===== config.mk =====
export PLATFORM = sky130hd
export DESIGN_NAME = hash256_engine
export DESIGN_NICKNAME = d
export VERILOG_FILES = /design/src/rtl/hash256_pkg.sv /design/src/rtl/hash256_sched.sv /design/src/rtl/hash256_round.sv /design/src/rtl/hash256_ctrl.sv /design/src/rtl/hash256_engine.sv
export SDC_FILE = /design/constraint.sdc
export NUM_CORES = 2
export LEC_CHECK = 0
export ABC_CLOCK_PERIOD_IN_PS = 54400
export BUFFER_PORTS_ARGS = -buffer_cell sky130_fd_sc_hd__buf_2
export CORE_UTILIZATION = 50
export CTS_BUF_LIST = sky130_fd_sc_hd__clkbuf_8 sky130_fd_sc_hd__clkbuf_16
export DETAILED_ROUTE_END_ITERATION = 6
export PLACE_DENSITY = 0.71
export RECOVER_POWER = 25
export SYNTH_ARGS = -nofsm -noshare
export SYNTH_HDL_FRONTEND = slang
export SYNTH_SLANG_ARGS = --single-unit
export TNS_END_PERCENT = 30

===== constraint.sdc =====
create_clock -name clk -period 54.4 [get_ports clk]
set_input_delay 10.88 -clock clk [delete_from_list [all_inputs] [get_ports clk]]
set_output_delay 10.88 -clock clk [all_outputs]
set_load 0.02 [all_outputs]

===== src/rtl/hash256_pkg.sv =====
`timescale 1ns/1ps
package hash256_pkg;
  localparam int WORD_W  = 32;
  localparam int NWORDS  = 16;
  localparam int HWORDS  = 8;
  localparam int ROUNDS  = 64;
  localparam int BLOCK_W = WORD_W * NWORDS;
  localparam int DIGEST_W = WORD_W * HWORDS;
  localparam int RND_W   = $clog2(ROUNDS);

  typedef logic [WORD_W-1:0] word_t;

  typedef enum logic [1:0] {
    OP_IDLE  = 2'b00,
    OP_START = 2'b01,
    OP_CONT  = 2'b10,
    OP_QUERY = 2'b11
  } op_e;

  typedef struct packed {
    word_t a; word_t b; word_t c; word_t d;
    word_t e; word_t f; word_t g; word_t h;
  } vars_t;

  localparam word_t KTAB [ROUNDS] = '{
    32'h428a2f98, 32'h71374491, 32'hb5c0fbcf, 32'he9b5dba5, 32'h3956c25b, 32'h59f111f1, 32'h923f82a4, 32'hab1c5ed5,
    32'hd807aa98, 32'h12835b01, 32'h243185be, 32'h550c7dc3, 32'h72be5d74, 32'h80deb1fe, 32'h9bdc06a7, 32'hc19bf174,
    32'he49b69c1, 32'hefbe4786, 32'h0fc19dc6, 32'h240ca1cc, 32'h2de92c6f, 32'h4a7484aa, 32'h5cb0a9dc, 32'h76f988da,
    32'h983e5152, 32'ha831c66d, 32'hb00327c8, 32'hbf597fc7, 32'hc6e00bf3, 32'hd5a79147, 32'h06ca6351, 32'h14292967,
    32'h27b70a85, 32'h2e1b2138, 32'h4d2c6dfc, 32'h53380d13, 32'h650a7354, 32'h766a0abb, 32'h81c2c92e, 32'h92722c85,
    32'ha2bfe8a1, 32'ha81a664b, 32'hc24b8b70, 32'hc76c51a3, 32'hd192e819, 32'hd6990624, 32'hf40e3585, 32'h106aa070,
    32'h19a4c116, 32'h1e376c08, 32'h2748774c, 32'h34b0bcb5, 32'h391c0cb3, 32'h4ed8aa4a, 32'h5b9cca4f, 32'h682e6ff3,
    32'h748f82ee, 32'h78a5636f, 32'h84c87814, 32'h8cc70208, 32'h90befffa, 32'ha4506ceb, 32'hbef9a3f7, 32'hc67178f2
  };

  localparam vars_t IV = '{
    a: 32'h6a09e667, b: 32'hbb67ae85, c: 32'h3c6ef372, d: 32'ha54ff53a,
    e: 32'h510e527f, f: 32'h9b05688c, g: 32'h1f83d9ab, h: 32'h5be0cd19
  };

  function automatic word_t rotr(word_t x, int n);
    return (x >> n) | (x << (WORD_W - n));
  endfunction

  function automatic word_t big_s0(word_t x);
    return rotr(x, 2) ^ rotr(x, 13) ^ rotr(x, 22);
  endfunction

  function automatic word_t big_s1(word_t x);
    return rotr(x, 6) ^ rotr(x, 11) ^ rotr(x, 25);
  endfunction

  function automatic word_t small_s0(word_t x);
    return rotr(x, 7) ^ rotr(x, 18) ^ (x >> 3);
  endfunction

  function automatic word_t small_s1(word_t x);
    return rotr(x, 17) ^ rotr(x, 19) ^ (x >> 10);
  endfunction

  function automatic vars_t add_vars(vars_t x, vars_t y);
    vars_t r;
    r.a = x.a + y.a; r.b = x.b + y.b; r.c = x.c + y.c; r.d = x.d + y.d;
    r.e = x.e + y.e; r.f = x.f + y.f; r.g = x.g + y.g; r.h = x.h + y.h;
    return r;
  endfunction
endpackage


===== src/rtl/hash256_sched.sv =====
`timescale 1ns/1ps
module hash256_sched
  import hash256_pkg::*;
(
  input  logic               clk,
  input  logic               load,
  input  logic               step,
  input  logic [BLOCK_W-1:0] block,
  output word_t              w_cur
);
  word_t win [NWORDS];
  word_t blk_w [NWORDS];
  word_t w_new;

  for (genvar i = 0; i < NWORDS; i++) begin : g_split
    assign blk_w[i] = block[BLOCK_W-1-WORD_W*i -: WORD_W];
  end

  assign w_cur = win[0];
  assign w_new = small_s1(win[NWORDS-2]) + win[NWORDS-7] + small_s0(win[1]) + win[0];

  always_ff @(posedge clk) begin
    if (load) begin
      for (int i = 0; i < NWORDS; i++) win[i] <= blk_w[i];
    end else if (step) begin
      for (int i = 0; i < NWORDS-1; i++) win[i] <= win[i+1];
      win[NWORDS-1] <= w_new;
    end
  end
endmodule


===== src/rtl/hash256_round.sv =====
`timescale 1ns/1ps
module hash256_round
  import hash256_pkg::*;
(
  input  vars_t v_in,
  input  word_t k,
  input  word_t w,
  output vars_t v_out
);
  word_t t1, t2, ch, maj;

  always_comb begin
    ch    = (v_in.e & v_in.f) ^ (~v_in.e & v_in.g);
    maj   = (v_in.a & v_in.b) ^ (v_in.a & v_in.c) ^ (v_in.b & v_in.c);
    t1    = v_in.h + big_s1(v_in.e) + ch + k + w;
    t2    = big_s0(v_in.a) + maj;
    v_out = '{a: t1 + t2, b: v_in.a, c: v_in.b, d: v_in.c,
              e: v_in.d + t1, f: v_in.e, g: v_in.f, h: v_in.g};
  end
endmodule


===== src/rtl/hash256_ctrl.sv =====
`timescale 1ns/1ps
module hash256_ctrl
  import hash256_pkg::*;
(
  input  logic             clk,
  input  logic             rst_n,
  input  logic [1:0]       cmd_op,
  output logic             cmd_ready,
  output logic             ld_start,
  output logic             ld_cont,
  output logic             qry,
  output logic             step,
  output logic             last,
  output logic             busy,
  output logic [RND_W-1:0] rnd
);
  logic busy_q;

  assign busy      = busy_q;
  assign cmd_ready = !busy_q;
  assign ld_start  = cmd_ready && (cmd_op == OP_START);
  assign ld_cont   = cmd_ready && (cmd_op == OP_CONT);
  assign qry       = cmd_ready && (cmd_op == OP_QUERY);
  assign step      = busy_q;
  assign last      = busy_q && (rnd == RND_W'(ROUNDS-1));

  always_ff @(posedge clk) begin
    if (!rst_n) begin
      busy_q <= 1'b0;
      rnd    <= '0;
    end else if (ld_start || ld_cont) begin
      busy_q <= 1'b1;
      rnd    <= '0;
    end else if (busy_q) begin
      rnd <= rnd + 1'b1;
      if (last) busy_q <= 1'b0;
    end
  end

  // a block command raises busy
  p_busy_on_r3: assert property (@(posedge clk) disable iff (!rst_n)
    (ld_start || ld_cont) |=> (busy && rnd == '0));
  // rounds advance one per clock
  p_rnd_step_r3: assert property (@(posedge clk) disable iff (!rst_n)
    (busy && !last) |=> (busy && rnd == $past(rnd) + 1'b1));
  // busy ends after round 63
  p_busy_off_r3: assert property (@(posedge clk) disable iff (!rst_n)
    last |=> !busy);
  // nothing accepted while busy
  p_no_accept_r4: assert property (@(posedge clk) disable iff (!rst_n)
    busy |-> !(ld_start || ld_cont || qry));
endmodule


===== src/rtl/hash256_engine.sv =====
`timescale 1ns/1ps
module hash256_engine
  import hash256_pkg::*;
(
  input  logic                clk,
  input  logic                rst_n,
  input  logic [1:0]          cmd_op,
  input  logic [BLOCK_W-1:0]  cmd_block,
  output logic                cmd_ready,
  output logic                busy,
  output logic                rsp_valid,
  output logic [DIGEST_W-1:0] rsp_digest
);
  logic ld_start, ld_cont, qry, step, last;
  logic [RND_W-1:0] rnd;
  word_t w_cur;
  vars_t digest_q, mid_q, work_q, work_nx;

  hash256_ctrl u_ctrl (
    .clk(clk), .rst_n(rst_n), .cmd_op(cmd_op), .cmd_ready(cmd_ready),
    .ld_start(ld_start), .ld_cont(ld_cont), .qry(qry), .step(step),
    .last(last), .busy(busy), .rnd(rnd)
  );

  hash256_sched u_sched (
    .clk(clk), .load(ld_start || ld_cont), .step(step),
    .block(cmd_block), .w_cur(w_cur)
  );

  hash256_round u_round (
    .v_in(work_q), .k(KTAB[rnd]), .w(w_cur), .v_out(work_nx)
  );

  always_ff @(posedge clk) begin
    if (!rst_n) begin
      digest_q   <= IV;
      mid_q      <= IV;
      work_q     <= IV;
      rsp_valid  <= 1'b0;
      rsp_digest <= '0;
    end else begin
      if (ld_start) begin
        digest_q <= IV;
        mid_q    <= IV;
        work_q   <= IV;
      end else if (ld_cont) begin
        mid_q  <= digest_q;
        work_q <= digest_q;
      end else if (step) begin
        work_q <= work_nx;
        if (last) digest_q <= add_vars(mid_q, work_nx);
      end
      rsp_valid  <= qry;
      rsp_digest <= qry ? digest_q : '0;
    end
  end

  // continue saves the chaining value
  p_mid_save_r2: assert property (@(posedge clk) disable iff (!rst_n)
    ld_cont |=> (mid_q == $past(digest_q)));
  // digest frozen through rounds before the final add
  p_hold_r4: assert property (@(posedge clk) disable iff (!rst_n)
    (busy && !last) |=> $stable(digest_q));
  // query answered in the next cycle
  p_rsp_next_r5: assert property (@(posedge clk) disable iff (!rst_n)
    qry |=> (rsp_valid && rsp_digest == $past(digest_q)));
  // response lasts a single cycle unless re-queried
  p_rsp_once_r5: assert property (@(posedge clk) disable iff (!rst_n)
    (rsp_valid && !$past(qry)) |-> 1'b0);
  // quiet response is zero
  p_quiet_r6: assert property (@(posedge clk) disable iff (!rst_n)
    !rsp_valid |-> (rsp_digest == '0));
endmodule


# After elaboration in Yosys (flattened, before gate mapping)
# Memory sizes are Yosys's and may differ from the RTL's.
# Index checks and enable logic that the tools add are counted.
dict set report classes {
  n_eq_ne 4
  magnitude_cmp 1
  reduce_logical 11
  bitwise 46
  addsub 19
  muxes 28
}
# operator n
set op_table {}
lappend op_table {{adder 32 bit} 18}
lappend op_table {{two-way mux 32 bit} 18}
lappend op_table {{two-way mux 256 bit} 2}
lappend op_table {{XOR 32 bit} 9}
lappend op_table {{AND 32 bit} 5}
lappend op_table {{inverter 32 bit} 1}
lappend op_table {{bitwise OR 10 x 32 -> 32 bit} 1}
lappend op_table {{bitwise OR 13 x 32 -> 32 bit} 1}
lappend op_table {{bitwise OR 14 x 32 -> 32 bit} 1}
lappend op_table {{bitwise OR 15 x 32 -> 32 bit} 1}
lappend op_table {{bitwise OR 19 x 32 -> 32 bit} 1}
lappend op_table {{bitwise OR 21 x 32 -> 32 bit} 1}
lappend op_table {{bitwise OR 25 x 32 -> 32 bit} 1}
lappend op_table {{bitwise OR 26 x 32 -> 32 bit} 1}
lappend op_table {{bitwise OR 30 x 32 -> 32 bit} 1}
lappend op_table {{bitwise OR 7 x 32 -> 32 bit} 1}
lappend op_table {{XOR 32 x 22 -> 32 bit} 1}
lappend op_table {{XOR 32 x 29 -> 32 bit} 1}
lappend op_table {{bitwise OR 1 bit} 16}
lappend op_table {{two-way mux 1 bit} 8}
lappend op_table {{greater-or-equal comparator 7 bit (second input constant)} 1}
lappend op_table {{inverter 6 -> 7 bit} 1}
lappend op_table {{adder 6 x 1 -> 6 bit (second input constant)} 1}
lappend op_table {{equality test 6 bit (second input constant)} 1}
lappend op_table {{other kinds (10)} 16}
dict set report word_totals {
  ramBits 512
  out_inout_bits 259
  ff_bits 1032
  in_bits 516
  elab_cells 139
  romBits 2048
  mem_count 2
}
# name words word_bits rd rd_clocked_by_memory_dff wr line_no
set mem_list {}
lappend mem_list {{(name not given)} 64 32 1 0 0 hash256_engine.sv:31} ;# .v_in(work_q), .k(KTAB[rnd]), .w(w_cur), .v_out(work_nx)
lappend mem_list {u_sched.win 16 32 16 0 16 hash256_sched.sv:11} ;# word_t win [NWORDS];

# Logic depth before layout (Yosys ltp)
dict set report logic_depth {
  ltp_word 10
  mapped_depth 44
  mapped_depth_nobuf 42
}

# Modules after synthesis
# From an unflattened synthesis, not the netlist that was laid out.
dict set report hier_totals {
  hier_cells 9061
  hier_area_um2 87746.7
}
# module cells_each seq_area_each_um2 instances area_each_um2
set by_module_without_submodules {}
lappend by_module_without_submodules {hash256_engine 5912 20519.7 1 50105.6}
lappend by_module_without_submodules {hash256_sched 1732 15374.7 1 26178.9}
lappend by_module_without_submodules {hash256_round 1379 0.0 1 11108.2}
lappend by_module_without_submodules {hash256_ctrl 38 140.1 1 354.1}

# Worst setup path before layout
# OpenSTA, ideal clock, no wires.
dict set report synth_path {
  kind {input to register}
  start {in cmd_op[0]}
  end {mem u_sched.win[0][0] (netlist bit), enable pin}
  setup_time_ns 4.928
  slack_ns 26.513
  cell_stages 5
  required_time_ns 49.472
  path_buffers 2
  t_arrival_ns 22.959
  path_cell_list {inv_1 -> nand2_1 -> clkbuf_1 -> clkbuf_1 -> nand3_1}
}
# item line_no
set synth_rtl {}
lappend synth_rtl {{start, declared} hash256_engine.sv:7} ;# input logic [1:0] cmd_op,
lappend synth_rtl {{end, declared} hash256_sched.sv:11}

# Worst setup path after layout
dict set report layout_path {
  start {in cmd_op[1]}
  end {reg work_q[161] (netlist bit)}
}
dict set report layout_via {
  elab_chain_cells 3
  elab_cells_between_ends 7
  cone_classes {eq/ne (2); mux (1); reduce/logical (4)}
}
# item line_no
set layout_rtl {}
lappend layout_rtl {{equality test 2 bit / equality test 2 x 1 -> 1 bit (equally long branches)} {hash256_ctrl.sv:22, hash256_ctrl.sv:21}}
lappend layout_rtl {{logical AND 1 bit (on tied branches)} {hash256_ctrl.sv:22, hash256_ctrl.sv:21}}
lappend layout_rtl {{two-way mux 256 bit, or another cell as far along} hash256_engine.sv:46} ;# end else if (ld_cont) begin
lappend layout_rtl {{end signal, assigned} hash256_engine.sv:48} ;# work_q <= digest_q;
lappend layout_rtl {{end signal, assigned} hash256_engine.sv:50} ;# work_q <= work_nx;
lappend layout_rtl {{end, declared} hash256_engine.sv:17} ;# vars_t digest_q, mid_q, work_q, work_nx;
# Parallel ways exist; a longest one is shown, timed or not.
# A chain may end at the register's enable or synchronous reset.

==> flow_metrics.env <==
export IMPL_grt_total_usage=0.3555
export IMPL_die_y_um=411.4
export IMPL_die_x_um=411.4
export IMPL_path_max_fanout=150
export IMPL_clockRootBuffer="clkbuf_16"
export IMPL_fmax_mhz=48.67
export IMPL_start_util=0.5057
export IMPL_cts_buffers=166
export IMPL_wl_met1_mm=114.3
export IMPL_vias_per_cell=5.888
export IMPL_clk_path_buf_depth=3
export IMPL_async_reset_ff_frac=0
export IMPL_layout_common_cells="nand2_1, dfxtp_1, a21oi_1"
export IMPL_synth_edf_count=512
export IMPL_post_cts_buffers=0
export IMPL_cts_max_level=4
export IMPL_drt_iter0_drc=7395
export IMPL_ios=775
export IMPL_cts_repair_resized=0
export IMPL_routed_wl_mm=309.4
export IMPL_clock_latency_ns=0.85
export IMPL_ys_ff_latch=1544
export IMPL_final_common_cell="nand2_1"
export IMPL_finClkSkew_ns=0.07045
export IMPL_place_hpwl_mm=230.9
export IMPL_synthCells=9088
export IMPL_cts_tree="built"
export IMPL_cts_reportedPaths_clkPinSlew_ns=0.06
export IMPL_setup_tns_ns=0
export IMPL_critPathArrivalTime_ns=21.27
export IMPL_place_congestion=1.036
export IMPL_ant_nets=0
export IMPL_drv_cap=8
export IMPL_wl_met3_mm=25.78
export IMPL_hold_viol_final=0
export IMPL_highest_layer="met5"
export IMPL_status="complete, but fails checks"
export IMPL_end_kind="flip-flop"
export IMPL_cp_required_ns=55.12
export IMPL_drcViolationCount=1
export IMPL_setup_violations=0
export IMPL_crit_type="primary input to flip-flop"
export IMPL_cts_hold_buffers_added=0
export IMPL_antenna_found_initial=56
export IMPL_maxSlewHeadroom=-3.631
export IMPL_wl_met2_mm=143.5
export IMPL_grt_max_degree=203
export IMPL_grt_pass1_vias=67224
export IMPL_synthFlopType="dfxtp_1"
export IMPL_fp_row_count=149
export IMPL_drive_above_1_share=0.1539
export IMPL_nNetsFinal=10730
export IMPL_drv_slew=652
export IMPL_dieArea_um2=169300
export IMPL_portBuffers=774
export IMPL_hp_class="flip-flop to flip-flop"
export IMPL_grt_pass1_wl_mm=445.1
export IMPL_seq_area_frac_synth=0.4300
export IMPL_violations="design-rule violations, max-capacitance violations, max-slew violations"
export IMPL_fin_crit_sh=0.3777
export IMPL_wl_per_cell_um=25.87
export IMPL_ys_types=112
export IMPL_synth_area_per_cell_um2=9.222
export IMPL_rsz0062_at_grt="no"
export IMPL_cp_start_kind="primary input"
export IMPL_cts_sinks=1544
export IMPL_yosys_warnings=0
export IMPL_core_um2=165700
export IMPL_tightestPinTransition_ns=6.946
export IMPL_synthesis_area_um2=83810
export IMPL_synthesis_nets=10205
export IMPL_dr_pass1_iters=7
export IMPL_area_delta_synth_final_pct=13.44
export IMPL_grt_overflow=0
export IMPL_vias=70436
export IMPL_min_period_ns=20.54
## metrics by stage
step	area [um^2]	hold WS, ns	worst slack [ns]	utilization	cells
after detailed placement	89410	0.4356	39.16	0.5395	11634
final	95080	0.4438	33.86	0.5737	11962
after CTS	95130	0.4432	40.03	0.5740	11936
after global routing	95050	0.4588	33.32	0.5735	11950
after global placement	89410	0.4306	39.20	0.5395	11634
after floorplan	83810	0.4223	26.51	-	9088
## critical path, cell delays in order
cell	delay [ns]
clkbuf_1	0.19
nand2b_1	0.40
o21ai_0	1.79
clkbuf_1	4.90
buf_4	1.34
buf_4	0.90
o21ai_0	0.24
o311ai_0	0.42
## path summary, 6_finish.rpt
| path | cells past startpoint | start | slack, ns | endpoint |
|---|---|---|---|---|
| worst max register to register | 38 | u_ctrl.rnd[0]$_SDFFE_PP0P_ | 42.93 | digest_q[251]$_SDFFE_PP1P_ |
| worst min-delay path | 2 | mid_q[254]$_SDFFE_PP1P_ | 0.44 | mid_q[254]$_SDFFE_PP1P_ |
| worst max-delay path | 8 | cmd_op[1] | 33.86 | work_q[161]$_SDFFE_PP1P_ |
| worst min register to register | 2 | mid_q[254]$_SDFFE_PP1P_ | 0.44 | mid_q[254]$_SDFFE_PP1P_ |
## flip-flops by register name, summed over array words and instances, names as in the netlist
register     flops
rsp_valid        1
work_q         256
digest_q       256
u_ctrl.busy      1
mid_q          256
rsp_digest     256
u_sched.win    512
u_ctrl.rnd       6
## per-layer routing
metal	up-vias	GRT usage
li1	32436	-
met1	33746	0.4204
met2	3336	0.5795
met3	866	0.07206
met4	52	0.2474
met5	-	0
## cell families (layout without fill, tap and decap cells)
| logic type | Yosys count | after routing | share of synthesized area |
|---|---|---|---|
| AOI/OAI and AO/OA | 2102 | 2102 | 0.1562 |
| xor gates and xnor gates | 568 | 568 | 0.05961 |
| adders and majority gates | 619 | 619 | 0.1094 |
| buffers and inverters | 849 | 1508 | 0.03828 |
| DFF | 1544 | 1544 | 0.4300 |
| muxes | 372 | 372 | 0.05055 |
| other | 0 | 26 | 0 |
| and+or+nand+nor | 3034 | 3034 | 0.1560 |
## synthesized netlist by cell type (11+ instances only)
| cell | number | area, um^2 |
|---|---|---|
| a211oi_1 | 77 | 578.1 |
| a21o_1 | 173 | 1299 |
| a21oi_1 | 772 | 3864 |
| a221oi_1 | 17 | 148.9 |
| a22oi_1 | 15 | 112.6 |
| a311oi_1 | 22 | 192.7 |
| a31o_2 | 13 | 113.9 |
| a31oi_1 | 41 | 256.5 |
| and2_1 | 273 | 1708 |
| and3_1 | 32 | 200.2 |
| and4_1 | 11 | 96.34 |
| buf_1 | 36 | 135.1 |
| clkbuf_1 | 475 | 1783 |
| dfxtp_1 | 1032 | 20660 |
| edfxtp_1 | 512 | 15370 |
| fa_1 | 196 | 3924 |
| ha_1 | 405 | 5067 |
| inv_1 | 323 | 1212 |
| maj3_1 | 18 | 180.2 |
| mux2_2 | 349 | 3930 |
| mux2i_1 | 16 | 160.2 |
| nand2_1 | 1912 | 7177 |
| nand2b_1 | 59 | 369.1 |
| nand3_1 | 79 | 395.4 |
| nand3b_1 | 13 | 97.59 |
| nand4_1 | 21 | 131.4 |
| nor2_1 | 419 | 1573 |
| nor2b_1 | 58 | 362.9 |
| nor3_1 | 80 | 400.4 |
| nor4_1 | 14 | 87.58 |
| o2111ai_1 | 12 | 105.1 |
| o211ai_1 | 201 | 1509 |
| o21a_1 | 64 | 480.5 |
| o21ai_0 | 415 | 2077 |
| o21ai_1 | 48 | 240.2 |
| o21bai_1 | 38 | 285.3 |
| o311ai_0 | 32 | 280.3 |
| o31ai_1 | 21 | 157.7 |
| or3_1 | 27 | 168.9 |
| xnor2_1 | 381 | 3337 |
| xor2_1 | 185 | 1620 |
## area by class of cell
cell class,instances,area [um^2]
clock buffers,186,4474
multi-input cells,6695,44630
inverters,328,1231
clock inverters,116,1244
fillers,14480,70660
well taps,2189,2739
flip-flops and latches,1544,36040
repair buffers,878,4651
diodes,26,65.06
Power is not shown: default switching activity piles up to over one toggle a cycle in this logic, so the estimate is an artifact.
